==> src/rtl/dma_sched_pkg.sv <==
package dma_sched_pkg;
  localparam int unsigned BURST_BYTES = 32;
  localparam int unsigned BURST_SH    = 5;

  typedef enum logic [2:0] {
    ST_IDLE,
    ST_HEAD_RD,
    ST_HEAD_WR,
    ST_RUN_RD,
    ST_RUN_WR,
    ST_TAIL_RD,
    ST_TAIL_WR,
    ST_DONE
  } sched_st_e;
endpackage

==> src/rtl/dma_align_calc.sv <==
module dma_align_calc #(
  parameter int unsigned CNT_W = 16,
  parameter int unsigned KW    = 4,
  parameter int unsigned SZ_W  = 9
) (
  input  logic [4:0]       src_lo_i,
  input  logic [4:0]       dst_lo_i,
  input  logic [CNT_W-1:0] cnt_i,
  input  logic [KW-1:0]    bursts_i,
  output logic [SZ_W-1:0]  chunk_o,
  output logic [SZ_W-1:0]  head_rd_o,
  output logic [SZ_W-1:0]  head_wr_o
);
  logic [4:0]       ds, dd;
  logic [CNT_W-1:0] lim;

  always_comb begin
    ds        = 5'(5'd0 - src_lo_i);  // distance to next boundary, 0..31
    dd        = 5'(5'd0 - dst_lo_i);
    chunk_o   = (SZ_W'(bursts_i) - SZ_W'(1)) << 5;
    lim       = CNT_W'(ds) + CNT_W'(chunk_o);
    head_rd_o = (cnt_i < lim) ? SZ_W'(cnt_i) : SZ_W'(lim);
    head_wr_o = (dd <= ds) ? SZ_W'(dd) + chunk_o
                           : SZ_W'(dd) + chunk_o - SZ_W'(32);
  end
endmodule

==> src/rtl/dma_ring_track.sv <==
module dma_ring_track #(
  parameter int unsigned PTR_W = 8,
  parameter int unsigned SZ_W  = 9
) (
  input  logic             clk_i,
  input  logic             rst_ni,
  input  logic             clr_i,
  input  logic [SZ_W-1:0]  cap_i,
  input  logic             push_i,
  input  logic             pop_i,
  input  logic [SZ_W-1:0]  size_i,
  output logic [PTR_W-1:0] fill_o,
  output logic [PTR_W-1:0] drain_o,
  output logic [SZ_W-1:0]  occ_o
);
  localparam int unsigned SUM_W = SZ_W + 1;

  logic [PTR_W-1:0] fill_q, drain_q, fill_nx, drain_nx;
  logic [SZ_W-1:0]  occ_q;
  logic [SUM_W-1:0] fsum, dsum;

  always_comb begin
    fsum     = SUM_W'(fill_q) + SUM_W'(size_i);
    dsum     = SUM_W'(drain_q) + SUM_W'(size_i);
    fill_nx  = (fsum >= SUM_W'(cap_i)) ? PTR_W'(fsum - SUM_W'(cap_i)) : PTR_W'(fsum);
    drain_nx = (dsum >= SUM_W'(cap_i)) ? PTR_W'(dsum - SUM_W'(cap_i)) : PTR_W'(dsum);
  end

  always_ff @(posedge clk_i or negedge rst_ni) begin
    if (!rst_ni) begin
      fill_q  <= '0;
      drain_q <= '0;
      occ_q   <= '0;
    end else if (clr_i) begin
      fill_q  <= '0;
      drain_q <= '0;
      occ_q   <= '0;
    end else if (push_i) begin
      fill_q  <= fill_nx;
      occ_q   <= occ_q + size_i;
    end else if (pop_i) begin
      drain_q <= drain_nx;
      occ_q   <= occ_q - size_i;
    end
  end

  assign fill_o  = fill_q;
  assign drain_o = drain_q;
  assign occ_o   = occ_q;

  p_fill_fits_r3: assert property (@(posedge clk_i) disable iff (!rst_ni)
    push_i |-> (SUM_W'(occ_q) + SUM_W'(size_i)) <= SUM_W'(cap_i));
  p_drain_avail_r3: assert property (@(posedge clk_i) disable iff (!rst_ni)
    pop_i |-> size_i <= occ_q);
  p_occ_bound_r3: assert property (@(posedge clk_i) disable iff (!rst_ni)
    occ_q <= cap_i);
endmodule

==> src/rtl/dma_burst_sched.sv <==
module dma_burst_sched
  import dma_sched_pkg::*;
#(
  parameter int unsigned ADDR_W     = 32,
  parameter int unsigned CNT_W      = 16,
  parameter int unsigned MAX_BURSTS = 8,
  localparam int unsigned CAP_MAX   = MAX_BURSTS * BURST_BYTES,
  localparam int unsigned SZ_W      = $clog2(CAP_MAX + 1),
  localparam int unsigned PTR_W     = $clog2(CAP_MAX),
  localparam int unsigned KW        = $clog2(MAX_BURSTS + 1)
) (
  input  logic              clk_i,
  input  logic              rst_ni,
  input  logic              start_i,
  input  logic [ADDR_W-1:0] src_addr_i,
  input  logic [ADDR_W-1:0] dst_addr_i,
  input  logic [CNT_W-1:0]  byte_cnt_i,
  input  logic [KW-1:0]     buf_bursts_i,
  input  logic [KW-1:0]     src_unit_i,
  input  logic [KW-1:0]     dst_unit_i,
  output logic              cmd_valid_o,
  input  logic              cmd_ready_i,
  output logic              cmd_wr_o,
  output logic [ADDR_W-1:0] cmd_addr_o,
  output logic [SZ_W-1:0]   cmd_size_o,
  output logic              cmd_burst_o,
  output logic [PTR_W-1:0]  cmd_buf_o,
  output logic              done_o,
  output logic              cfg_err_o
);
  sched_st_e         state_q;
  logic [ADDR_W-1:0] src_q, dst_q;
  logic [CNT_W-1:0]  rem_q, rem_nx;
  logic [SZ_W-1:0]   seg_q, chunk_q, hwr_q, cap_q;
  logic [KW-1:0]     su_q, du_q;
  logic              err_q;

  logic [SZ_W-1:0]   chunk_c, hrd_c, hwr_c, unit_c, occ, occ_nx;
  logic [PTR_W-1:0]  fill_ptr, drain_ptr;
  logic              hs, last, accept, bad_cfg;
  logic [KW-1:0]     km1;

  dma_align_calc #(.CNT_W(CNT_W), .KW(KW), .SZ_W(SZ_W)) u_align (
    .src_lo_i (src_addr_i[4:0]),
    .dst_lo_i (dst_addr_i[4:0]),
    .cnt_i    (byte_cnt_i),
    .bursts_i (buf_bursts_i),
    .chunk_o  (chunk_c),
    .head_rd_o(hrd_c),
    .head_wr_o(hwr_c)
  );

  dma_ring_track #(.PTR_W(PTR_W), .SZ_W(SZ_W)) u_ring (
    .clk_i  (clk_i),
    .rst_ni (rst_ni),
    .clr_i  (accept),
    .cap_i  (cap_q),
    .push_i (hs && !cmd_wr_o),
    .pop_i  (hs && cmd_wr_o),
    .size_i (cmd_size_o),
    .fill_o (fill_ptr),
    .drain_o(drain_ptr),
    .occ_o  (occ)
  );

  always_comb begin
    km1     = buf_bursts_i - KW'(1);
    bad_cfg = (buf_bursts_i < KW'(2)) || (buf_bursts_i > KW'(MAX_BURSTS)) ||
              (src_unit_i == '0) || (dst_unit_i == '0) ||
              (src_unit_i > km1) || (dst_unit_i > km1) ||
              ((src_unit_i != km1) && (dst_unit_i != km1));
    accept  = (state_q == ST_IDLE) && start_i;
  end

  always_comb begin
    cmd_valid_o = (state_q != ST_IDLE) && (state_q != ST_DONE);
    cmd_wr_o    = (state_q == ST_HEAD_WR) || (state_q == ST_RUN_WR) ||
                  (state_q == ST_TAIL_WR);
    cmd_burst_o = (state_q == ST_RUN_RD) || (state_q == ST_RUN_WR);
    case (state_q)
      ST_RUN_RD: unit_c = SZ_W'(su_q) << BURST_SH;
      ST_RUN_WR: unit_c = SZ_W'(du_q) << BURST_SH;
      default:   unit_c = seg_q;
    endcase
    cmd_size_o = (unit_c < seg_q) ? unit_c : seg_q;
    cmd_addr_o = cmd_wr_o ? dst_q : src_q;
    cmd_buf_o  = cmd_wr_o ? drain_ptr : fill_ptr;
    hs         = cmd_valid_o && cmd_ready_i;
    last       = (cmd_size_o == seg_q);
    occ_nx     = cmd_wr_o ? occ - cmd_size_o : occ + cmd_size_o;
    rem_nx     = cmd_wr_o ? rem_q : rem_q - CNT_W'(cmd_size_o);
    done_o     = (state_q == ST_DONE);
    cfg_err_o  = err_q;
  end

  always_ff @(posedge clk_i or negedge rst_ni) begin
    if (!rst_ni) begin
      state_q <= ST_IDLE;
      src_q   <= '0;
      dst_q   <= '0;
      rem_q   <= '0;
      seg_q   <= '0;
      chunk_q <= '0;
      hwr_q   <= '0;
      cap_q   <= '0;
      su_q    <= '0;
      du_q    <= '0;
      err_q   <= 1'b0;
    end else if (accept) begin
      src_q   <= src_addr_i;
      dst_q   <= dst_addr_i;
      rem_q   <= byte_cnt_i;
      seg_q   <= hrd_c;
      chunk_q <= chunk_c;
      hwr_q   <= hwr_c;
      cap_q   <= SZ_W'(buf_bursts_i) << BURST_SH;
      su_q    <= src_unit_i;
      du_q    <= dst_unit_i;
      err_q   <= bad_cfg;
      state_q <= (bad_cfg || byte_cnt_i == '0) ? ST_DONE : ST_HEAD_RD;
    end else if (state_q == ST_DONE) begin
      err_q   <= 1'b0;
      state_q <= ST_IDLE;
    end else if (hs) begin
      if (cmd_wr_o) dst_q <= dst_q + ADDR_W'(cmd_size_o);
      else          src_q <= src_q + ADDR_W'(cmd_size_o);
      rem_q <= rem_nx;
      seg_q <= seg_q - cmd_size_o;
      if (last) begin
        case (state_q)
          ST_HEAD_RD: begin
            if (rem_nx == '0) begin
              state_q <= ST_TAIL_WR;
              seg_q   <= occ_nx;
            end else begin
              state_q <= ST_HEAD_WR;
              seg_q   <= hwr_q;
            end
          end
          ST_HEAD_WR, ST_RUN_WR: begin
            if (rem_q > CNT_W'(chunk_q)) begin
              state_q <= ST_RUN_RD;
              seg_q   <= chunk_q;
            end else begin
              state_q <= ST_TAIL_RD;
              seg_q   <= SZ_W'(rem_q);
            end
          end
          ST_RUN_RD: begin
            state_q <= ST_RUN_WR;
            seg_q   <= chunk_q;
          end
          ST_TAIL_RD: begin
            state_q <= ST_TAIL_WR;
            seg_q   <= occ_nx;
          end
          default: state_q <= ST_DONE;
        endcase
      end
    end
  end

  p_burst_aligned_r6: assert property (@(posedge clk_i) disable iff (!rst_ni)
    (cmd_valid_o && cmd_burst_o) |->
      (cmd_addr_o[4:0] == 5'd0 && cmd_size_o[4:0] == 5'd0 && cmd_size_o != '0));
  p_hold_cmd_r10: assert property (@(posedge clk_i) disable iff (!rst_ni)
    (cmd_valid_o && !cmd_ready_i) |=>
      (cmd_valid_o && $stable(cmd_addr_o) && $stable(cmd_size_o) &&
       $stable(cmd_wr_o) && $stable(cmd_buf_o)));
  p_done_quiet_r11: assert property (@(posedge clk_i) disable iff (!rst_ni)
    done_o |-> !cmd_valid_o);
  p_err_with_done_r1: assert property (@(posedge clk_i) disable iff (!rst_ni)
    cfg_err_o |-> done_o);
  p_zero_count_r2: assert property (@(posedge clk_i) disable iff (!rst_ni)
    (state_q == ST_IDLE && start_i && byte_cnt_i == '0) |=> done_o);
endmodule

==> config.mk <==
export PLATFORM = sky130hd
export DESIGN_NAME = dma_burst_sched
export DESIGN_NICKNAME = d
export VERILOG_FILES = /design/src/rtl/dma_sched_pkg.sv /design/src/rtl/dma_align_calc.sv /design/src/rtl/dma_ring_track.sv /design/src/rtl/dma_burst_sched.sv
export SDC_FILE = /design/constraint.sdc
export NUM_CORES = 1
export LEC_CHECK = 0
export ABC_AREA = 1
export CAP_MARGIN = 0
export CORE_MARGIN = 2
export CORE_UTILIZATION = 45
export DETAILED_ROUTE_END_ITERATION = 10
export GPL_TIMING_DRIVEN = 0
export MAX_ROUTING_LAYER = met4
export PLACE_DENSITY = 0.65
export SYNTH_ARGS = -nofsm -noshare
export SYNTH_HDL_FRONTEND = slang
export SYNTH_HIERARCHICAL = 1
export SYNTH_SLANG_ARGS = --single-unit
==> constraint.sdc <==
create_clock -name clk_i -period 9.4 [get_ports clk_i]
set_input_delay 1.41 -clock clk_i [delete_from_list [all_inputs] [get_ports clk_i]]
set_output_delay 1.41 -clock clk_i [all_outputs]
set_load 0.01 [all_outputs]
# == Word level (Yosys, flattened, before mapping) ==
# Cells that the tools add are included.
# word_totals
memories,0
out_inout_bits,54
elab_cells,138
register_bits,143
rom_bits,0
latchBits,0
input_bits,96
ramBits,0
# op_classes
eq_ne,14
n_reduce_logical,37
muxes,46
n_shift,0
order_cmp,10
bitwise,0
multipliers,0
addsub,17
div,0
# ops
operator,n
$mux 32,9
$mux 9,13
$add 32x9->32,2
$mux 16,4
$mux 8,8
$pmux 9 s4,1
$logic_not 16->1,2
$mux 3,7
$add 8x9->10,2
$ge 10x9->1,2
$pmux 9 s2,1
$sub 9x9->9,2
$gt 16x9->1,1
$lt 16x16->1,1
$sub 16x9->16,1
$sub 8x8->8,2
$eq 3x3->1 const B,4
$pmux 3 s4,1
$reduce_bool 3->1,4
$add 5x9->10,1
$logic_or 1x1->1,10
$reduce_bool 2->1,5
$sub 1x5->5 const A,2
$add 5x9->9,1
other kinds (23),38

# == Depth between registers and ports, before layout ==
# Gate-level depths: netlist (run 1).
# depth
depth_word,13
depth_mapped,37
mapped_depth_nobuf,34

# == Modules after synthesis ==
# The synthesis (run 1) kept the hierarchy.
# modules_own_cells
mod,n_inst,seq_area_each_um2,cells_per_inst,area_per_inst_um2
dma_burst_sched,1,3078.0,1795,11378.4
dma_ring_track,1,625.6,462,3193.1
dma_align_calc,1,0.0,132,783.3

# == Worst setup path before layout (run 1) ==
# OpenSTA, ideal clock, no wires.
# synth_path
path_kind,reg-to-reg
from,register state_q[2]
to,register seg_q[8]
slack_ps,4697
setup_ps,122
n_path_buf,3
synth_period_minus_slack_ps,4703
t_required_ps,9278
stages_incl_launch_ff,35
t_arrival_ps,4581
cell_sequence,dfrtp_1 > buf_4 > inv_2 > nand3_2 > buf_4 > nand2_1 > nand3_1 > o21ai_1 > inv_1 > ha_1 > nand2_1 > a21oi_1 > nor2_4 > nand3_4 > buf_8 > nand2_1 > inv_1 > nor3_1 > nor2_1 > xor2_1 > inv_1 > ha_1 > a21oi_1 > o21ai_0 > a21oi_1 > o21ai_0 > a21o_1 > a21oi_1 > xor2_1 > xor2_1 > nor2_1 > nor3_1 > nand2_1 > nand2_1 > a21oi_2
# synth_between
elab_chain_cells,13
elab_cells_between_ends,36
cone_classes,add/sub (4); order compare (1); eq/ne (10); mux (10); reduce/logical (11)
# synth_rtl
element,line_no,text
start: declaration,dma_burst_sched.sv:31,sched_st_e state_q;
start signal: assignment,dma_burst_sched.sv:120,state_q <= (bad_cfg || byte_cnt_i == '0) ? ST_DONE : ST_HEAD_RD;
$eq 3x3->1 / $eq 3x2->1 (equally long branches),dma_burst_sched.sv:80,case (state_q)
$pmux 9 s2 (*),dma_burst_sched.sv:80,
$lt 9x9->1,dma_burst_sched.sv:85,cmd_size_o = (unit_c < seg_q) ? unit_c : seg_q;
$mux 9 (*),dma_burst_sched.sv:85,
net cmd_size_o[0],dma_burst_sched.sv:25,"output logic [SZ_W-1:0] cmd_size_o,"
$sub 16x9->16,dma_burst_sched.sv:91,rem_nx = cmd_wr_o ? rem_q : rem_q - CNT_W'(cmd_size_o);
$mux 16,dma_burst_sched.sv:91,
$logic_not 16->1,dma_burst_sched.sv:132,if (rem_nx == '0) begin
$mux 9,dma_burst_sched.sv:132,
$pmux 9 s4,dma_burst_sched.sv:130,case (state_q)
$mux 9 (*),dma_burst_sched.sv:129,if (last) begin
$mux 9 (*),dma_burst_sched.sv:124,end else if (hs) begin
$mux 9 (*),dma_burst_sched.sv:121,end else if (state_q == ST_DONE) begin
$mux 9 (*),dma_burst_sched.sv:109,end else if (accept) begin
end signal: assignment,dma_burst_sched.sv:113,seg_q <= hrd_c;
end signal: assignment,dma_burst_sched.sv:128,seg_q <= seg_q - cmd_size_o;
end signal: assignment,dma_burst_sched.sv:134,seg_q <= occ_nx;
end: declaration,dma_burst_sched.sv:34,"logic [SZ_W-1:0] seg_q, chunk_q, hwr_q, cap_q;"
# The timed path passes the listed nets; every way through them passes the cells marked *. The select of a mux whose other input is x is not followed.
# A chain may end at the register's enable or synchronous reset.

# == Final worst setup path (run 1) ==
# layout_path
from,register state_q[2]
to,register seg_q[8]
# layout_between
elab_chain_cells,13
elab_cells_between_ends,36
cone_classes,add/sub (4); order compare (1); eq/ne (10); mux (10); reduce/logical (11)
# layout_rtl
element,line_no
$eq 3x3->1 / $eq 3x2->1 (equally long branches),"dma_burst_sched.sv:77, dma_burst_sched.sv:80, dma_burst_sched.sv:130"
$pmux 9 s2,dma_burst_sched.sv:80
$lt 9x9->1,dma_burst_sched.sv:85
$mux 9,dma_burst_sched.sv:85
$sub 16x9->16,dma_burst_sched.sv:91
$mux 16,dma_burst_sched.sv:91
$logic_not 16->1,dma_burst_sched.sv:132
$mux 9,dma_burst_sched.sv:132
$pmux 9 s4,dma_burst_sched.sv:130
$mux 9,dma_burst_sched.sv:129
$mux 9,dma_burst_sched.sv:124
$mux 9,dma_burst_sched.sv:121
$mux 9,dma_burst_sched.sv:109
# Several ways; a longest one is shown, not always the timed one. The select of a mux whose other input is x is not followed.

==> summary.md, run 1 <==
| Metric | Value |
|---|---|
| Highest clock rate | 175 MHz |
| Syn. warnings | 6 |
| Final ANT Viol Nets | 0 |
| Final Slew Violations | 0 |
| Clk_skew | 0.0136 ns |
| Net count, final | about 2800 |
| Worst hold start | du_q[2]$_DFFE_PN0P_ |
| Run status | finished clean |
| CP max-delay cell | inv_1 |
| Crit Path Category | register to register |
| Startpoint types | register |
| CP delay by family, top | compound AO/OA/AOI/OAI gates |
| Fraction of layout cells with a size suffix above 1 | 6.74% |
| Post-synth top area share | 24.1% |
| Final hold viol count | 0 |
| Hold_ws | 0.481 ns |
| RSZ-0062 raised after global routing | false |
| Clk Latency, worst-skew pair | 0.46 ns |
| Commonest cells in the netlist | 681 x nand2_1, 326 x inv_1, 190 x nor2_1 |
| GP Congestion | 0.968 |
| DRC | 0 |
| Post-layout min period | 5.73 ns |
| Cells after Synth | 2389 |
| Multi-input gate area | 0.0101 mm2 |
| Critical Path Max Stage Delay | 0.59 ns |
| Cts hold-fix bufs | 0 |
| Reg-to-Reg End | seg_q[8]$_DFFE_PN0P_ |
| Largest net degree at the start of global routing | 88 |
| Worst slew pin tran | 0.947 ns |
| Vias | 16854 |
| # H-tree levels | 4 |
| CTS tree | done |
| Core area | 0.0335 mm2 |
| Grt ovf | 0 |
| Clock tree sinks | between 100 and 150 |
| EDFF count, synth | 0 |
| Post-synthesis sequential area ratio | around 24% |
| Mean post-synth cell area | 6.43 um2 |
| Deepest clock path buffer count | 2 |
| Area grow syn2layout | 17.7% |
| Rel. slew slack | a little under two fifths |
| DR vias/cell | 5.56 |
| Reg area | 0.00370 mm2 |
| Hold Crit Depth | 2 |
| Initial antenna violation count | 3 |
| Fin area | around 0.018 mm2 |
| Reg2reg path depth | 34 |
| Levels on crit path | 34 |
| Yosys top cell by area | dfrtp_1 |
| Arr. time, crit path | 6.08 ns |
| Post-CTS Setup Bufs | 0 |
| Ranking of synthesized cells by area | dfrtp_1 24%, nand2_1 17%, ha_1 8.1% |
| Wire per inst | about 19 um |
| Crit path buf inv count | 7 |
| Hold Crit Class | register to register |
| Netlist cell types | 66 |
| PortBufs | 149 |
| Final setup fails | 0 |
| DR pass1 iterations | 7 |
| Async set-reset flop share out of synthesis | 100% |
| Tcrit/Tclk final | 60.9% |
| FF-to-FF Start | state_q[2]$_DFFE_PN0P_ |
| Detailed Place HPWL | 46600 um |
| Max cap viols | 0 |
| Die area | approximately 0.036 mm2 |
| #FFs+latches synth | 148 |
| # fillers | 3386 |
| Starting Density | 45.8% |
| Peak fanout along the critical path | 12 |
| Total GRT Usage | 34.1% |
| WHS Endpoint | du_q[2]$_DFFE_PN0P_ |
| First-pass GRT wire length | 90500 um |
| Top cell by count, worst path | nand2_1 |
| Die Y | 189 um |
| R2R setup slack | 3.67 ns |
| # rows | between 60 and 70 |
| Vias in the first global route | 15903 |
| Io pins | 150 |
| Root Buffer | clkbuf_16 |
| Die W | between 150 and 200 um |
| Routed WL | slightly below 60000 um |
| Worst Path Required | 9.75 ns |
| CTS Buf Count | 17 |
| Initial DRC Count | 1499 |
| CTS resizes | 0 |
| Most common cell in the netlist | nand2_1 |
| Placed inst area | 0.0175 mm2 |
| Final TNS setup | 0 ns |
| Synthesized area | 0.0154 mm2 |
| CP Capture Type | register |
| Post-synth top flop | dfrtp_1 |
| Clk pin slew, worst setup/hold paths | 0.07 ns |
-- flip-flops by register name (all words and copies together), names as in the netlist, 3 cells and up --
name / cells
su_q: 4
du_q: 4
dst_q: 32
u_ring/drain_o: 8
seg_q: 9
u_ring/fill_o: 8
cap_q: 4
u_ring/occ_o: 9
src_q: 32
state_q: 3
chunk_q: 9
rem_q: 16
hwr_q: 9
-- per-layer routing --
layer  global-route usage, %  part of all wire, %
met1                    46.2                   45
met2                    52.8                   45
met3                    5.59                  7.8
met4                    9.25                  2.4
met5                       -                    0
-- stage by stage --
| step | instances | util (%) | worst slack [ns] |
|---|---|---|---|
| 2_1_floorplan | 2400 | - | 4.70 |
| 3_3_place_gp | 2997 | 52.0 | 0.167 |
| 3_5_place_dp | 2998 | 52.1 | 3.73 |
| 4_1_cts | 3030 | 53.9 | 3.70 |
| 5_1_grt | 3033 | 53.9 | 3.12 |
| 6_report | 3033 | 53.9 | 3.67 |
-- worst reg2reg max path: cells and delay by family, from the launching register on --
family	cells	cell delay, ns
DFF	1	0.36
adders and majority gates	2	0.60
buffers and inverters	7	1.36
AOI/OAI and AO/OA	9	1.38
and+or+nand+nor	13	1.29
xor gates and xnor gates	3	0.64
-- cells by family (layout without fill, tap and decap cells) --
| kind of cell | Yosys count | in the layout | share of synthesized area (%) |
|---|---|---|---|
| other | 2 | 16 | 0.0489 |
| adder cells (fa/ha/maj) | 105 | 105 | 8.85 |
| XOR/XNOR | 88 | 88 | 5.02 |
| buffers and inverters | 405 | 587 | 10.3 |
| AND/OR/NAND/NOR | 1231 | 1231 | 35.7 |
| AO/OA/AOI/OAI | 410 | 410 | 16.0 |
| flip-flops | 148 | 148 | 24.1 |
-- how the worst max path moves through the flow --
| stage | start | to | slack [ns] |
|---|---|---|---|
| 5_1_grt | state_q[2]$_DFFE_PN0P_ | seg_q[8]$_DFFE_PN0P_ | 3.12 |
| 3_3_place_gp | rst_ni | src_q[31]$_DFFE_PN0P_ | 0.17 |
| 6_report | state_q[2]$_DFFE_PN0P_ | seg_q[8]$_DFFE_PN0P_ | 3.67 |
| 4_1_cts | state_q[2]$_DFFE_PN0P_ | seg_q[8]$_DFFE_PN0P_ | 3.70 |
| 3_5_place_dp | state_q[2]$_DFFE_PN0P_ | seg_q[8]$_DFFE_PN0P_ | 3.73 |
| 2_1_floorplan | state_q[2]$_DFFE_PN0P_ | seg_q[8]$_DFFE_PN0P_ | 4.70 |
-- final cells by class --
cell class	instances	share of cell area [%]
diodes	3	0.0415
repair buffers	150	8.43
clock inverters	12	0.658
inverters	343	7.14
flip-flops and latches	148	20.5
multi-input cells	1847	56.0
clock buffers	20	2.58
plain buffers	62	1.59
well taps	448	3.10
-- cell usage in the layout, fill, tap and decap left out, drive strengths merged, types with 6 or more instances in the layout --
master | synthesis | final
fa | 6 | 6
a31oi | 14 | 14
nand3 | 186 | 186
nor4 | 16 | 16
inv | 340 | 345
nor2 | 208 | 208
o221ai | 14 | 14
clkbuf | 42 | 62
nand4 | 33 | 33
ha | 99 | 99
buf | 20 | 22
o21ai | 184 | 184
nor3 | 43 | 43
a21oi | 86 | 86
xor2 | 64 | 64
clkdlybuf4s50 | 0 | 148
o211ai | 32 | 32
nand2 | 724 | 724
o22ai | 42 | 42
or2 | 15 | 15
dfrtp | 148 | 148
conb | 2 | 13
xnor2 | 24 | 24
o31ai | 7 | 7
Power of run 1 is left out: the tool's default activity adds up to more than one toggle a clock period on the data nets, which glitch-free logic cannot reach.
==> run 2, diff against run 1 <==
==> constraint.sdc (replaced) <==
create_clock -name clk_i -period 5.6 [get_ports clk_i]
set_input_delay 0.84 -clock clk_i [delete_from_list [all_inputs] [get_ports clk_i]]
set_output_delay 0.84 -clock clk_i [all_outputs]
set_load 0.01 [all_outputs]
==> run 2 against run 1 <==
Effect of this change: final cell count increased by 0.49%; via count increased by 0.78%; worst setup slack got worse by 3.3 ns; maximum frequency increased by 9.9%; critical path depth increased by 2; sequential cell count unchanged; clock-buffer cell count unchanged; worst hold slack got worse by 0.098 ns; non-clock buffer count increased by 15; final area increased by 0.98%; routed wire length increased by 0.44%; highest routed layer unchanged.
==> summary.md, run 2 (synthesis results as in run 1) <==
| Metric | Value |
|---|---|
| Root Buffer | clkbuf_16 |
| Grt met2 use | 52.8% |
| DR vias/cell | roughly 5.6 |
| Placed inst area | 0.0175 mm2 |
| Biggest regs | dst_q: 32 flops, src_q: 32 flops, rem_q: 16 flops |
| Clk Latency, worst-skew pair | about 0.46 ns |
| Die area | about 0.036 mm2 |
| CTS tree | done |
| PortBufs | around 150 |
| Commonest non-fill, non-tap cells in the layout | 680 x nand2_1, 322 x inv_1, 190 x nor2_1 |
| # H-tree levels | 4 |
| Die W | 189 um |
| Final setup fails | 0 |
| CTS Buf Count | 17 |
| Initial DRC Count | 1475 |
| Max cap viols | 0 |
| GR peak layer | met2 |
| Highest clock rate | 192 MHz |
| Net count, final | 2785 |
| Starting Density | 45.8% |
| Tcrit/Tclk final | 93.1% |
| Arr. time, crit path | 5.61 ns |
| Run status | finished clean |
| Final TNS setup | 0 ns |
| GP Congestion | 0.968 |
| Wire per inst | around 19 um |
| Critical Path Max Stage Delay | 0.37 ns |
| Detailed Place HPWL | approximately 47000 um |
| Met1 Usage GRT | 46.2% |
| Fin area | roughly 0.018 mm2 |
| Clk pin slew, worst setup/hold paths | 0.07 ns |
| Crit Path Category | register to register |
| Vias in the first global route | 15919 |
| Post-layout min period | 5.21 ns |
| Fraction of layout cells with a size suffix above 1 | under 10% |
| Deepest clock path buffer count | 2 |
| Vias | 16985 |
| Clk_skew | around 0.015 ns |
| Worst slew pin tran | 0.941 ns |
| Routed WL | 59200 um |
| CP max-delay cell | ha_1 |
| # rows | 67 |
| Final core utilization | approximately 54% |
| Met3 Track Usage GR | under 10% |
| Clock tree sinks | approximately 150 |
| Final ANT Viol Nets | 0 |
| Startpoint types | register |
| Peak fanout along the critical path | 10 |
| Total GRT Usage | about a third |
| Worst Path Required | 6.00 ns |
| Rel. slew slack | 37.3% |
| Top cell by count, worst path | nand2_1 |
| Die Y | between 150 and 200 um |
| CP Capture Type | register |
| Largest net degree at the start of global routing | 88 |
| DRC | 0 |
| Io pins | 150 |
| Initial antenna violation count | 3 |
| Area grow syn2layout | 18.9% |
| First-pass GRT wire length | 90600 um |
| Final Slew Violations | 0 |
| Grt ovf | 0 |
| Hold Crit Class | primary input to asynchronous set/reset pin |
| DR pass1 iterations | 7 |
| # fillers | 3375 |
| Cts hold-fix bufs | 0 |
| Final hold viol count | 0 |
| Most common cell after layout, fill and taps aside | nand2_1 |
| Core area | 0.0335 mm2 |
run 2: cell types whose count changed in the layout (fill, tap and decap cells not counted), sizes merged:
| cell | before | now |
|---|---|---|
| buf | 22 | 37 |
| inv | 345 | 341 |
| clkinvlp | 4 | 8 |
run 2: metrics by stage:
| step | setup WS (ns) | cells | hold WS [ns] |
|---|---|---|---|
| CTS | 0.0350 | 3033 | 0.425 |
| global route | -0.0364 | 3048 | 0.424 |
| detailed placement | -0.0730 | 2998 | 0.472 |
| floorplan | 0.897 | 2400 | 0.449 |
| finish | 0.387 | 3048 | 0.383 |
| global placement | -3.06 | 2997 | 0.465 |
run 2: repair_timing:
action / 4_1_cts / 5_1_grt
resized for setup: 1 / 12
setup endpoints to repair: 1 / 19
buffers inserted: 3 / 12
pin swaps: 0 / 2
run 2: area by class of cell:
| class | count | area [um2] | area share, % |
|---|---|---|---|
| clock inverter | 12 | 119 | 0.651 |
| antenna | 3 | 7.51 | 0.0411 |
| inverter | 343 | 1310 | 7.16 |
| tap | 448 | 561 | 3.07 |
| sequential | 148 | 3700 | 20.3 |
| timing repair buffer | 165 | 1650 | 9.04 |
| clock buffer | 20 | 467 | 2.56 |
| multi-input combinational | 1847 | 10200 | 55.6 |
| buffer | 62 | 287 | 1.57 |
run 2: worst paths after layout:
kind	start	end	slack, ns	cells after the start
worst min register to register	cap_q[7]$_DFFE_PN0P_	cap_q[7]$_DFFE_PN0P_	0.48	2
worst max register to register	state_q[2]$_DFFE_PN0P_	u_ring/drain_o[1]$_DFFE_PN0P_	0.39	36
max in group asynchronous	rst_ni	src_q[24]$_DFFE_PN0P_	4.38	2
min in group clk_i	cap_q[7]$_DFFE_PN0P_	cap_q[7]$_DFFE_PN0P_	0.48	2
worst min-delay path	rst_ni	cap_q[5]$_DFFE_PN0P_	0.38	1
worst max-delay path	state_q[2]$_DFFE_PN0P_	u_ring/drain_o[1]$_DFFE_PN0P_	0.39	36
run 2: critical path, delay by kind of cell (launching register included):
kind            cells  cell delay, ns
simple gates       20            1.89
buf+inv             8            1.16
fa+ha+maj           3            0.99
compound gates      4            0.48
flops               1            0.36
xor+xnor            1            0.23
run 2: per-layer routing:
layer  vias up  routed length, um
met5         -                  0
met4         0               1510
met3        82               4780
met2       698              26500
met1      8003              26400
li1       8202                  -
Power of run 2 is left out for the same reason.
